==> src/rtl/rx_strip_pkg.sv <==
package rx_strip_pkg;
   typedef enum logic [1:0] {
      ST_IDLE    = 2'd0,
      ST_PASS    = 2'd1,
      ST_DISCARD = 2'd2,
      ST_CUT     = 2'd3
   } rx_state_e;
endpackage

==> src/rtl/rx_hdr_strip.sv <==
module rx_hdr_strip #(
   parameter int STRIP_EN = 1
) (
   input  logic clk,
   input  logic rst_n,
   input  logic beat_take,
   input  logic pkt_done,
   input  logic strip_addr,
   input  logic strip_pid,
   output logic drop
);
   localparam int IDX_W = 2;

   generate
      if (STRIP_EN != 0) begin : g_strip
         logic [IDX_W-1:0] idx_q;
         always_ff @(posedge clk or negedge rst_n) begin
            if (!rst_n)
               idx_q <= '0;
            else if (pkt_done)
               idx_q <= '0;
            else if (beat_take && idx_q != '1)
               idx_q <= idx_q + 1'b1;
         end
         always_comb begin
            drop = 1'b0;
            if (idx_q == 2'd0 && (strip_addr || strip_pid)) drop = 1'b1;
            if (idx_q == 2'd1 && strip_pid)                 drop = 1'b1;
         end
      end else begin : g_nostrip
         logic unused_ok;
         assign unused_ok = &{clk, rst_n, beat_take, pkt_done, strip_addr, strip_pid};
         assign drop = 1'b0;
      end
   endgenerate
endmodule

==> src/rtl/rx_len_limit.sv <==
module rx_len_limit #(
   parameter int LEN_W = 16
) (
   input  logic             clk,
   input  logic             rst_n,
   input  logic             keep_take,
   input  logic             clr,
   input  logic [LEN_W-1:0] max_len,
   output logic             at_limit
);
   logic [LEN_W-1:0] cnt_q;

   always_ff @(posedge clk or negedge rst_n) begin
      if (!rst_n)
         cnt_q <= '0;
      else if (clr)
         cnt_q <= '0;
      else if (keep_take)
         cnt_q <= cnt_q + 1'b1;
   end

   assign at_limit = (cnt_q == max_len);
endmodule

==> src/rtl/rx_pkt_gate.sv <==
module rx_pkt_gate
   import rx_strip_pkg::*;
(
   input  logic      clk,
   input  logic      rst_n,
   input  logic      desc_active,
   input  logic      no_spill,
   input  logic      in_fire,
   input  logic      in_eop,
   input  logic      cut_now,
   output rx_state_e st,
   output logic      accepting,
   output logic      discarding,
   output logic      cutting,
   output logic      stalled
);
   rx_state_e st_q, st_d;

   assign accepting  = (st_q == ST_PASS) || (st_q == ST_IDLE && desc_active);
   assign discarding = (st_q == ST_DISCARD) ||
                       (st_q == ST_IDLE && !desc_active && !no_spill);
   assign cutting    = (st_q == ST_CUT);
   assign stalled    = (st_q == ST_IDLE) && !desc_active && no_spill;
   assign st         = st_q;

   always_comb begin
      st_d = st_q;
      if (in_fire) begin
         if (in_eop)
            st_d = ST_IDLE;
         else if (accepting)
            st_d = cut_now ? ST_CUT : ST_PASS;
         else if (discarding)
            st_d = ST_DISCARD;
      end
   end

   always_ff @(posedge clk or negedge rst_n) begin
      if (!rst_n) st_q <= ST_IDLE;
      else        st_q <= st_d;
   end
endmodule

==> src/rtl/rx_strip_spill.sv <==
module rx_strip_spill
   import rx_strip_pkg::*;
#(
   parameter int DATA_W   = 8,
   parameter int LEN_W    = 16,
   parameter int STRIP_EN = 1
) (
   input  logic              clk,
   input  logic              rst_n,
   input  logic              strip_addr,
   input  logic              strip_pid,
   input  logic              no_spill,
   input  logic              desc_active,
   input  logic [LEN_W-1:0]  max_len,
   input  logic              in_valid,
   output logic              in_ready,
   input  logic [DATA_W-1:0] in_data,
   input  logic              in_eop,
   input  logic              in_err,
   output logic              out_valid,
   input  logic              out_ready,
   output logic [DATA_W-1:0] out_data,
   output logic              out_eop,
   output logic              out_err,
   output logic              rx_active,
   output logic              trunc_pulse,
   output logic              eep_pulse
);
   generate
      if (DATA_W < 1) begin : g_bad_data
         $error("DATA_W must be at least 1");
      end
      if (LEN_W < 1 || LEN_W > 32) begin : g_bad_len
         $error("LEN_W must be 1..32");
      end
   endgenerate

   rx_state_e st;
   logic accepting, discarding, cutting, stalled;
   logic drop, at_limit, cut_now, fwd, in_fire;
   logic trunc_q, eep_q;

   assign cut_now  = accepting && in_valid && !in_eop && !drop && at_limit;
   assign fwd      = accepting && in_valid && (in_eop || !drop);
   assign in_ready = stalled ? 1'b0 :
                     (discarding || cutting) ? 1'b1 :
                     (accepting && fwd) ? out_ready : accepting;
   assign in_fire  = in_valid && in_ready;

   assign out_valid = fwd;
   assign out_data  = (in_eop || cut_now) ? '0 : in_data;
   assign out_eop   = in_eop || cut_now;
   assign out_err   = in_eop && in_err;

   rx_pkt_gate u_gate (
      .clk        (clk),
      .rst_n      (rst_n),
      .desc_active(desc_active),
      .no_spill   (no_spill),
      .in_fire    (in_fire),
      .in_eop     (in_eop),
      .cut_now    (cut_now),
      .st         (st),
      .accepting  (accepting),
      .discarding (discarding),
      .cutting    (cutting),
      .stalled    (stalled)
   );

   rx_hdr_strip #(.STRIP_EN(STRIP_EN)) u_strip (
      .clk       (clk),
      .rst_n     (rst_n),
      .beat_take (in_fire && accepting && !in_eop),
      .pkt_done  (in_fire && in_eop),
      .strip_addr(strip_addr),
      .strip_pid (strip_pid),
      .drop      (drop)
   );

   rx_len_limit #(.LEN_W(LEN_W)) u_len (
      .clk      (clk),
      .rst_n    (rst_n),
      .keep_take(in_fire && accepting && !in_eop && !drop && !cut_now),
      .clr      (in_fire && in_eop),
      .max_len  (max_len),
      .at_limit (at_limit)
   );

   always_ff @(posedge clk or negedge rst_n) begin
      if (!rst_n) begin
         trunc_q <= 1'b0;
         eep_q   <= 1'b0;
      end else begin
         trunc_q <= in_fire && cut_now;
         eep_q   <= in_fire && accepting && in_eop && in_err;
      end
   end

   assign trunc_pulse = trunc_q;
   assign eep_pulse   = eep_q;
   assign rx_active   = (st == ST_PASS) || (st == ST_CUT);
endmodule

==> config.mk <==
export PLATFORM = sky130hd
export DESIGN_NAME = rx_strip_spill
export DESIGN_NICKNAME = d
export VERILOG_FILES = /design/src/rtl/rx_strip_pkg.sv /design/src/rtl/rx_hdr_strip.sv /design/src/rtl/rx_len_limit.sv /design/src/rtl/rx_pkt_gate.sv /design/src/rtl/rx_strip_spill.sv
export SDC_FILE = /design/constraint.sdc
export NUM_CORES = 1
export LEC_CHECK = 0
export BUFFER_PORTS_ARGS = -buffer_cell sky130_fd_sc_hd__buf_2
export CORE_MARGIN = 2
export CORE_UTILIZATION = 44
export CTS_BUF_LIST = sky130_fd_sc_hd__clkbuf_8 sky130_fd_sc_hd__clkbuf_16
export CTS_CLUSTER_DIAMETER = 50
export DETAILED_ROUTE_END_ITERATION = 8
export PLACE_DENSITY = 0.82
export SYNTH_ARGS = -nofsm -noshare
export SYNTH_HDL_FRONTEND = slang
export SYNTH_HIERARCHICAL = 1
export SYNTH_SLANG_ARGS = --single-unit
==> constraint.sdc <==
create_clock -name clk -period 3.1 [get_ports clk]
set_clock_uncertainty 0.1 [all_clocks]
set_input_delay 0.155 -clock clk [delete_from_list [all_inputs] [get_ports clk]]
set_output_delay 0.155 -clock clk [all_outputs]
set_load 0.03 [all_outputs]
==> results of run 1 <==
==> stage by stage <==
stage               total power, mW  utilization [%]  setup WS, ps  instance area [um2]
floorplan                     0.651                -           151                 1570
global placement              0.740             54.0           272                 1830
detailed placement            0.749             54.0           206                 1830
CTS                           0.923             55.6           179                 1880
global route                  0.976             55.6          22.5                 1880
finish                        0.913             55.6           234                 1880
==> layout by cell type, fill, tap and decap left out, drive strengths merged <==
cell type    count
mux2             2
nand2b           1
a311oi           1
nand4bb          1
o2111ai          1
nor3b            1
and2            12
clkbuf           3
nor2            24
o31ai            1
or3              2
dfrtp           22
inv              6
nand4            9
xnor2           24
nand3            3
a21oi            4
nor2b            4
nor4             5
a31oi            1
mux2i            1
dlygate4sd3      1
ha               4
nand2            6
o21ai            3
and2b            1
and3             4
buf             49
o211ai           1
nor4b            1
nand4b           1
xor2             4
nor3             7
==> metal layers <==
metal	GRT usage, %	wire (um)
met5	0	0
met3	3.21	247
met2	28.8	1490
met1	21.3	1500
met4	5.43	26
==> worst max-delay path by stage <==
stage | from | endpoint | slack (ps) | cells after the start
after CTS | u_strip/g_strip.idx_q[0]$_DFFE_PN0P_ | u_len/cnt_q[14]$_DFFE_PN0P_ | 180 | 11
final | u_strip/g_strip.idx_q[0]$_DFFE_PN0P_ | u_len/cnt_q[14]$_DFFE_PN0P_ | 230 | 11
after global routing | u_strip/g_strip.idx_q[1]$_DFFE_PN0P_ | u_len/cnt_q[14]$_DFFE_PN0P_ | 20 | 11
after floorplan | u_strip/g_strip.idx_q[0]$_DFFE_PN0P_ | u_len/cnt_q[14]$_DFFE_PN0P_ | 150 | 12
after detailed placement | u_strip/g_strip.idx_q[0]$_DFFE_PN0P_ | u_len/cnt_q[14]$_DFFE_PN0P_ | 210 | 11
after global placement | u_strip/g_strip.idx_q[0]$_DFFE_PN0P_ | u_len/cnt_q[13]$_DFFE_PN0P_ | 270 | 11
==> timing repair <==
item	4_1_cts	5_1_grt
endpoints found under the hold margin	22	0
hold buffers	1	0
setup endpoints to repair	0	2
gates resized for setup	0	1
==> state kept, by name, indices dropped and copies added (netlist names) <==
register / cells
u_len/cnt_q: 16
eep_pulse: 1
u_strip/g_strip.idx_q: 2
trunc_pulse: 1
u_gate/st: 2
==> cells by family after synthesis <==
group	synth area share [%]
buffers and inverters	3.92
adder cells (fa/ha/maj)	3.20
flip-flops	35.2
AO/OA/AOI/OAI	6.96
XOR/XNOR	15.7
multiplexers	2.56
AND/OR/NAND/NOR	32.5
==> report_power, final <==
| part | total (mW) | switching (mW) | internal (mW) |
|---|---|---|---|
| registers | 0.363 | 0.0438 | 0.319 |
| clock network | 0.170 | 0.0834 | 0.0866 |
| logic | 0.380 | 0.221 | 0.159 |
| total | 0.913 | 0.348 | 0.565 |
==> layout make-up <==
class / count / area [um2] / share of cell area [%]
Timing Repair Buffer: 50 / 258 / 13.7
Clock buffer: 3 / 41.3 / 2.19
Tap cell: 46 / 57.6 / 3.05
Inverter: 6 / 22.5 / 1.20
Multi-Input combinational cell: 129 / 955 / 50.7
Sequential cell: 22 / 551 / 29.2
==> worst max-delay path: stages (launching register included) <==
cell      delay [ps]
dfrtp_1          430
inv_1             90
ha_1             170
a21oi_1           70
nor2_1           230
nand2b_4          90
a311oi_4         340
and3_1           360
o211ai_1         210
nor4_4           240
nand3_2          120
mux2_4           300
==> metrics.md, run 1 <==
| Metric | Value |
|---|---|
| Outcome | finished, final reports clean |
| Slew Limit Fails | 0 |
| Gpl congestion | 0.862 |
| Count leader, synth | xnor2_1 |
| Hold_ws | 78.1 ps |
| Final-layout fill cell count | 306 |
| Cell count after synthesis | 165 |
| Clk buf depth | 2 |
| Vias | 1309 |
| Clock transition at path regs | 70 ps |
| Worst setup EP type | register |
| Largest net degree at the start of global routing | 23 |
| Period utilisation layout | 92.4% |
| Leading area contributor after synthesis | dfrtp_1 |
| Initial core utilization | 46.2% |
| Final WL | 3.27 mm |
| Hold WC Path Type | primary input to register |
| Root Buffer | clkbuf_8 |
| Synth top cells by count | xnor2_1, nor2_1, dfrtp_1 |
| CP required | 3150 ps |
| Worst flop-to-flop path endpoint | u_len/cnt_q[14]$_DFFE_PN0P_ |
| Number of flops mapped to enable cells by yosys | 0 |
| Synth Warn # | 6 |
| Final Hold Violating Endpoints | 0 |
| Ratio of cells with drive above 1 in the final layout | 32.4% |
| CTS tree | built |
| Startpoint types | register |
| Die X | 63.6 um |
| Setup CP Type | register to register |
| Worst path arrival time | 2910 ps |
| Placed insts | 252 |
| PD cells | 485 mW/mm2 |
| Flop-to-flop setup slack | 230 ps |
| Worst relative slew slack | 66.5% |
| Leakage | 0.858 nW |
| Num rows | 21 |
| Io pins | 49 |
| Hold Path Depth | 2 |
| Number of global-route vias before repair | 1304 |
| Remaining antenna violation count after routing | 0 |
| Cell variety after synth | 41 |
| DR WL/cell | 12.8 um |
| #FFs+latches synth | 22 |
| Area share of the largest cell type after synthesis | 35.2% |
| VDD IR max | 269 uV |
| RSZ-0062 raised after global routing | no |
| Ant. Diodes | 0 |
| Max Cap Viol | 0 |
| Total CTS buffers | 3 |
| Drt first-iter violations | 40 |
| Initial antenna violation count | 0 |
| Nets | 250 |
| Crit Path Max Fanout | 6 |
| R2R cell count | 11 |
| Port Buffers | 48 |
| Final Critical Period | 2870 ps |
| Drt pass-1 iters | 4 |
| Clock Latency Late Sink | 260 ps |
| Sink Count | 22 |
| Post-route insts no fill | 256 |
| Gr ovfl total | 0 |
| Achievable Freq | 0.349 GHz |
| Slew @ Worst Pin | 503 ps |
| Post-Syn Area | 0.00157 mm2 |
| Seq/Total Area, Yosys | 35.2% |
| First-pass GRT wire length | 5.51 mm |
| # DRC | 0 |
| Synth Flop Type | dfrtp_1 |
| Hold_sp | in_eop |
| DIE AREA | 0.00405 mm2 |
| Core area | 0.00339 mm2 |
| Htree depth | 1 |
| Syn Nets | 203 |
| Synth area leaders | dfrtp_1, xnor2_1, nor2_1, and2_1, ha_1 |
| Number of setup buffers added after CTS | 0 |
| Gr usage total | 16.8% |
| Avg Cell Area, Syn | 9.49 um2 |
| Hpwl dp | 2.55 mm |
| Layout area overhead | 20.4% |
| Avg Vias per Cell | 5.11 |
| Fin Setup TNS | 0 ps |
| Reg2Reg Launch Point | u_strip/g_strip.idx_q[0]$_DFFE_PN0P_ |
| Hold Path End | u_gate/st[0]$_DFFE_PN0P_ |
| Die Height | 63.6 um |
| Asr flop ratio synth | 100% |
| Setup-failing EPs final | 0 |
Power figures use the tool's default switching activity.
==> run 2, diff against run 1 <==
- SYNTH_HIERARCHICAL: 1 -> default
==> run 2 against run 1 <==
Register-to-register slack improved by 430 ps. Sequential share of layout area decreased by 0.63 points. Non-clock buffer count unchanged. Critical path depth decreased by 5. Largest cell class unchanged. Die area increased by 2.4%. Largest power group is now sequential cells. Cell count increased by 10%.
==> metrics.md, run 2 <==
| Metric | Value |
|---|---|
| Max Cap Viol | 0 (unchanged) |
| Worst path arrival time | 2430 ps (-480 ps) |
| Final WL | 3.81 mm (+17%) |
| Port Buffers | 48 (unchanged) |
| Seq/Total Area, Yosys | 34.3% (-0.88 points) |
| Synth Flop Type | dfrtp_1 |
| PD cells | 458 mW/mm2 (-5.5%) |
| Gr ovfl total | 0 (unchanged) |
| Io pins | 49 (unchanged) |
| Commonest non-fill, non-tap cell in the layout | buf_2 |
| Drt first-iter violations | 94 (+140%) |
| Worst path cell trace | xor2_1 -> nor4_1 -> and4_1 -> a21oi_2 -> and2_1 -> buf_2 |
| Max reg flops | 16 (unchanged) |
| Pre-CTS setup slack | 724 ps (+518 ps) |
| Gr usage total | 20.0% (+3.2 points) |
| Area share of the largest cell type after synthesis | 34.3% (-0.88 points) |
| Nets | 275 (+10%) |
| Setup CP Type | register to output port |
| Slew Limit Fails | 0 (unchanged) |
| Hpwl dp | 2.90 mm (+14%) |
| Layout area overhead | 20.0% |
| Total CTS buffers | 3 (unchanged) |
| Syn Nets | 231 (+14%) |
| Worst setup EP type | output port |
| Post-Syn Area | 0.00161 mm2 (+2.6%) |
| Hold WC Path Type | primary input to register |
| Hold_ws | 78.6 ps (+0.531 ps) |
| Placed inst area | 0.00184 mm2 (+0.68%) |
| Num rows | 21 (unchanged) |
| Crit Path Max Fanout | 12 (+6) |
| Clk buf depth | 2 (unchanged) |
| # DRC | 0 (unchanged) |
| Utilization after layout | 56.4% (+0.78 points) |
| Worst relative slew slack | 54.9% (-12 points) |
| Sink Count | 22 (unchanged) |
| Asr flop ratio synth | 100% (unchanged) |
| Post-CTS sizing | 0 (unchanged) |
| #FFs+latches synth | 22 (unchanged) |
| Clock power share | 30.9% (+12 points) |
| Final Hold Violating Endpoints | 0 (unchanged) |
| Number of flops mapped to enable cells by yosys | 0 (unchanged) |
| Die Height | 64.4 um (+1.2%) |
| Cell count after synthesis | 193 (+17%) |
| Initial antenna violation count | 0 (unchanged) |
| Startpoint types | register |
| Cell variety after synth | 37 (-9.8%) |
| Largest net degree at the start of global routing | 24 (+4.3%) |
| Period utilisation layout | 86.8% (-5.7 points) |
| Comb pwr share | 29.5% (-12 points) |
| Leading area contributor after synthesis | dfrtp_1 |
| Pint | 0.586 mW (+3.7%) |
| VDD IR max | 246 uV (-8.5%) |
| Slew @ Worst Pin | 675 ps (+172 ps) |
| Final-layout fill cell count | 334 (+9.2%) |
| Number of global-route vias before repair | 1493 (+14%) |
| Most frequent cells in the layout | buf_2, dfrtp_1, xor2_1 |
| DR WL/cell | 13.5 um (+6.0%) |
| RSZ-0062 raised after global routing | no |
| Seq pwr share | 39.6% (about the same) |
| Synth Warn # | 0 (-6) |
| Placed insts | 277 (+9.9%) |
| Tot Pwr | 0.882 mW (-3.4%) |
| Core area | 0.00342 mm2 (+0.78%) |
| CP required | 2840 ps (-310 ps) |
| Fin Setup TNS | 0 ps (unchanged) |
| Top reg by flops | u_len.cnt_q |
| Fin worst setup slack | 410 ps (+176 ps) |
| Gpl congestion | 0.872 (+1.2%) |
| Synth top cells by count | dfrtp_1, xor2_1, nand2_1 |
| Count leader, synth | dfrtp_1 |
| CTS tree | built |
| First-pass GRT wire length | 6.56 mm (+19%) |
| DIE AREA | 0.00415 mm2 (+2.4%) |
| Drt pass-1 iters | 4 (unchanged) |
| Ant. Diodes | 0 (unchanged) |
| Finished layout cell area | 0.00193 mm2 (+2.2%) |
| Clock Latency Late Sink | 270 ps (about the same) |
| Net Sw Frac | 33.6% (-4.5 points) |
| Avg Cell Area, Syn | 8.32 um2 (-12%) |
| Synth area leaders | dfrtp_1, xor2_1, and2_1, a21oi_1, nand4_1 |
| Clock transition at path regs | 80 ps (about the same) |
| Htree depth | 1 (unchanged) |
| Post-route insts no fill | 282 (+10%) |
| NetSw | 0.296 mW (-15%) |
| Leakage | 0.951 nW (+11%) |
| Vias | 1568 (+20%) |
| Avg Vias per Cell | 5.56 (+8.7%) |
| Root Buffer | clkbuf_8 |
| Achievable Freq | 0.372 GHz (+6.6%) |
| Setup-failing EPs final | 0 (unchanged) |
| CP max-delay cell | and4_1 |
| Initial core utilization | 47.0% (+0.82 points) |
| Max incr delay on CP | 520 ps (+90 ps) |
| Remaining antenna violation count after routing | 0 (unchanged) |
| Ratio of cells with drive above 1 in the final layout | 23.7% (-8.7 points) |
| Final Critical Period | 2690 ps (-176 ps) |
| Outcome | finished, final reports clean |
| Die X | 64.4 um (+1.2%) |
## run 2: area by class of cell
cell class              instances  area (um2)  area share [%]
multi-input cells             152         958            49.8
clock buffers                   3        41.3            2.14
flip-flops and latches         22         551            28.6
repair buffers                 50         258            13.4
well taps                      46        57.6            2.99
clock inverters                 1        30.0            1.56
inverters                       8        30.0            1.56
## run 2: kinds of logic after synthesis
group,synth area share [%]
AO/OA/AOI/OAI,16.4
XOR/XNOR,9.27
adder cells (fa/ha/maj),3.12
buffers and inverters,6.00
flip-flops,34.3
multiplexers,0.624
AND/OR/NAND/NOR,30.3
## run 2: timing repair
item	CTS	global route
hold buffers	1	0
endpoints found under the hold margin	22	0
setup buffers	0	0
## run 2: power groups by stage
stage	combinational, mW	sequential [mW]	clock (mW)
after global placement	0.255	0.352	0
after detailed placement	0.260	0.354	0
after floorplan	0.189	0.347	0
after global routing	0.293	0.355	0.290
after CTS	0.264	0.348	0.278
final	0.260	0.349	0.273
## run 2: routing by layer
metal	GRT usage, %	share of wire, %	vias up
li1	-	-	786
met1	27.3	47	721
met2	33.1	47	56
met3	1.58	5.2	5
met4	7.45	1.5	0
met5	0	0	-
## run 2: worst max-delay path: cells and delay by family, from the launching register on
family | cells | cell delay [ps]
simple gates | 3 | 1160
xor+xnor | 1 | 190
flops | 1 | 460
buf+inv | 1 | 170
compound gates | 1 | 180
## run 2: worst paths after layout
kind	to	cells past startpoint	slack (ps)	startpoint
setup / recovery	out_data[4]	6	410	u_len.cnt_q[7]$_DFFE_PN0P_
hold / removal	u_gate.st[0]$_DFFE_PN0P_	2	80	in_eop
setup reg to reg	u_len.cnt_q[15]$_DFFE_PN0P_	7	660	u_strip.g_strip.idx_q[0]$_DFFE_PN0P_
hold reg to reg	u_strip.g_strip.idx_q[1]$_DFFE_PN0P_	2	460	u_strip.g_strip.idx_q[1]$_DFFE_PN0P_
max in group asynchronous	u_len.cnt_q[12]$_DFFE_PN0P_	2	2290	rst_n
min in group asynchronous	u_strip.g_strip.idx_q[0]$_DFFE_PN0P_	2	270	rst_n
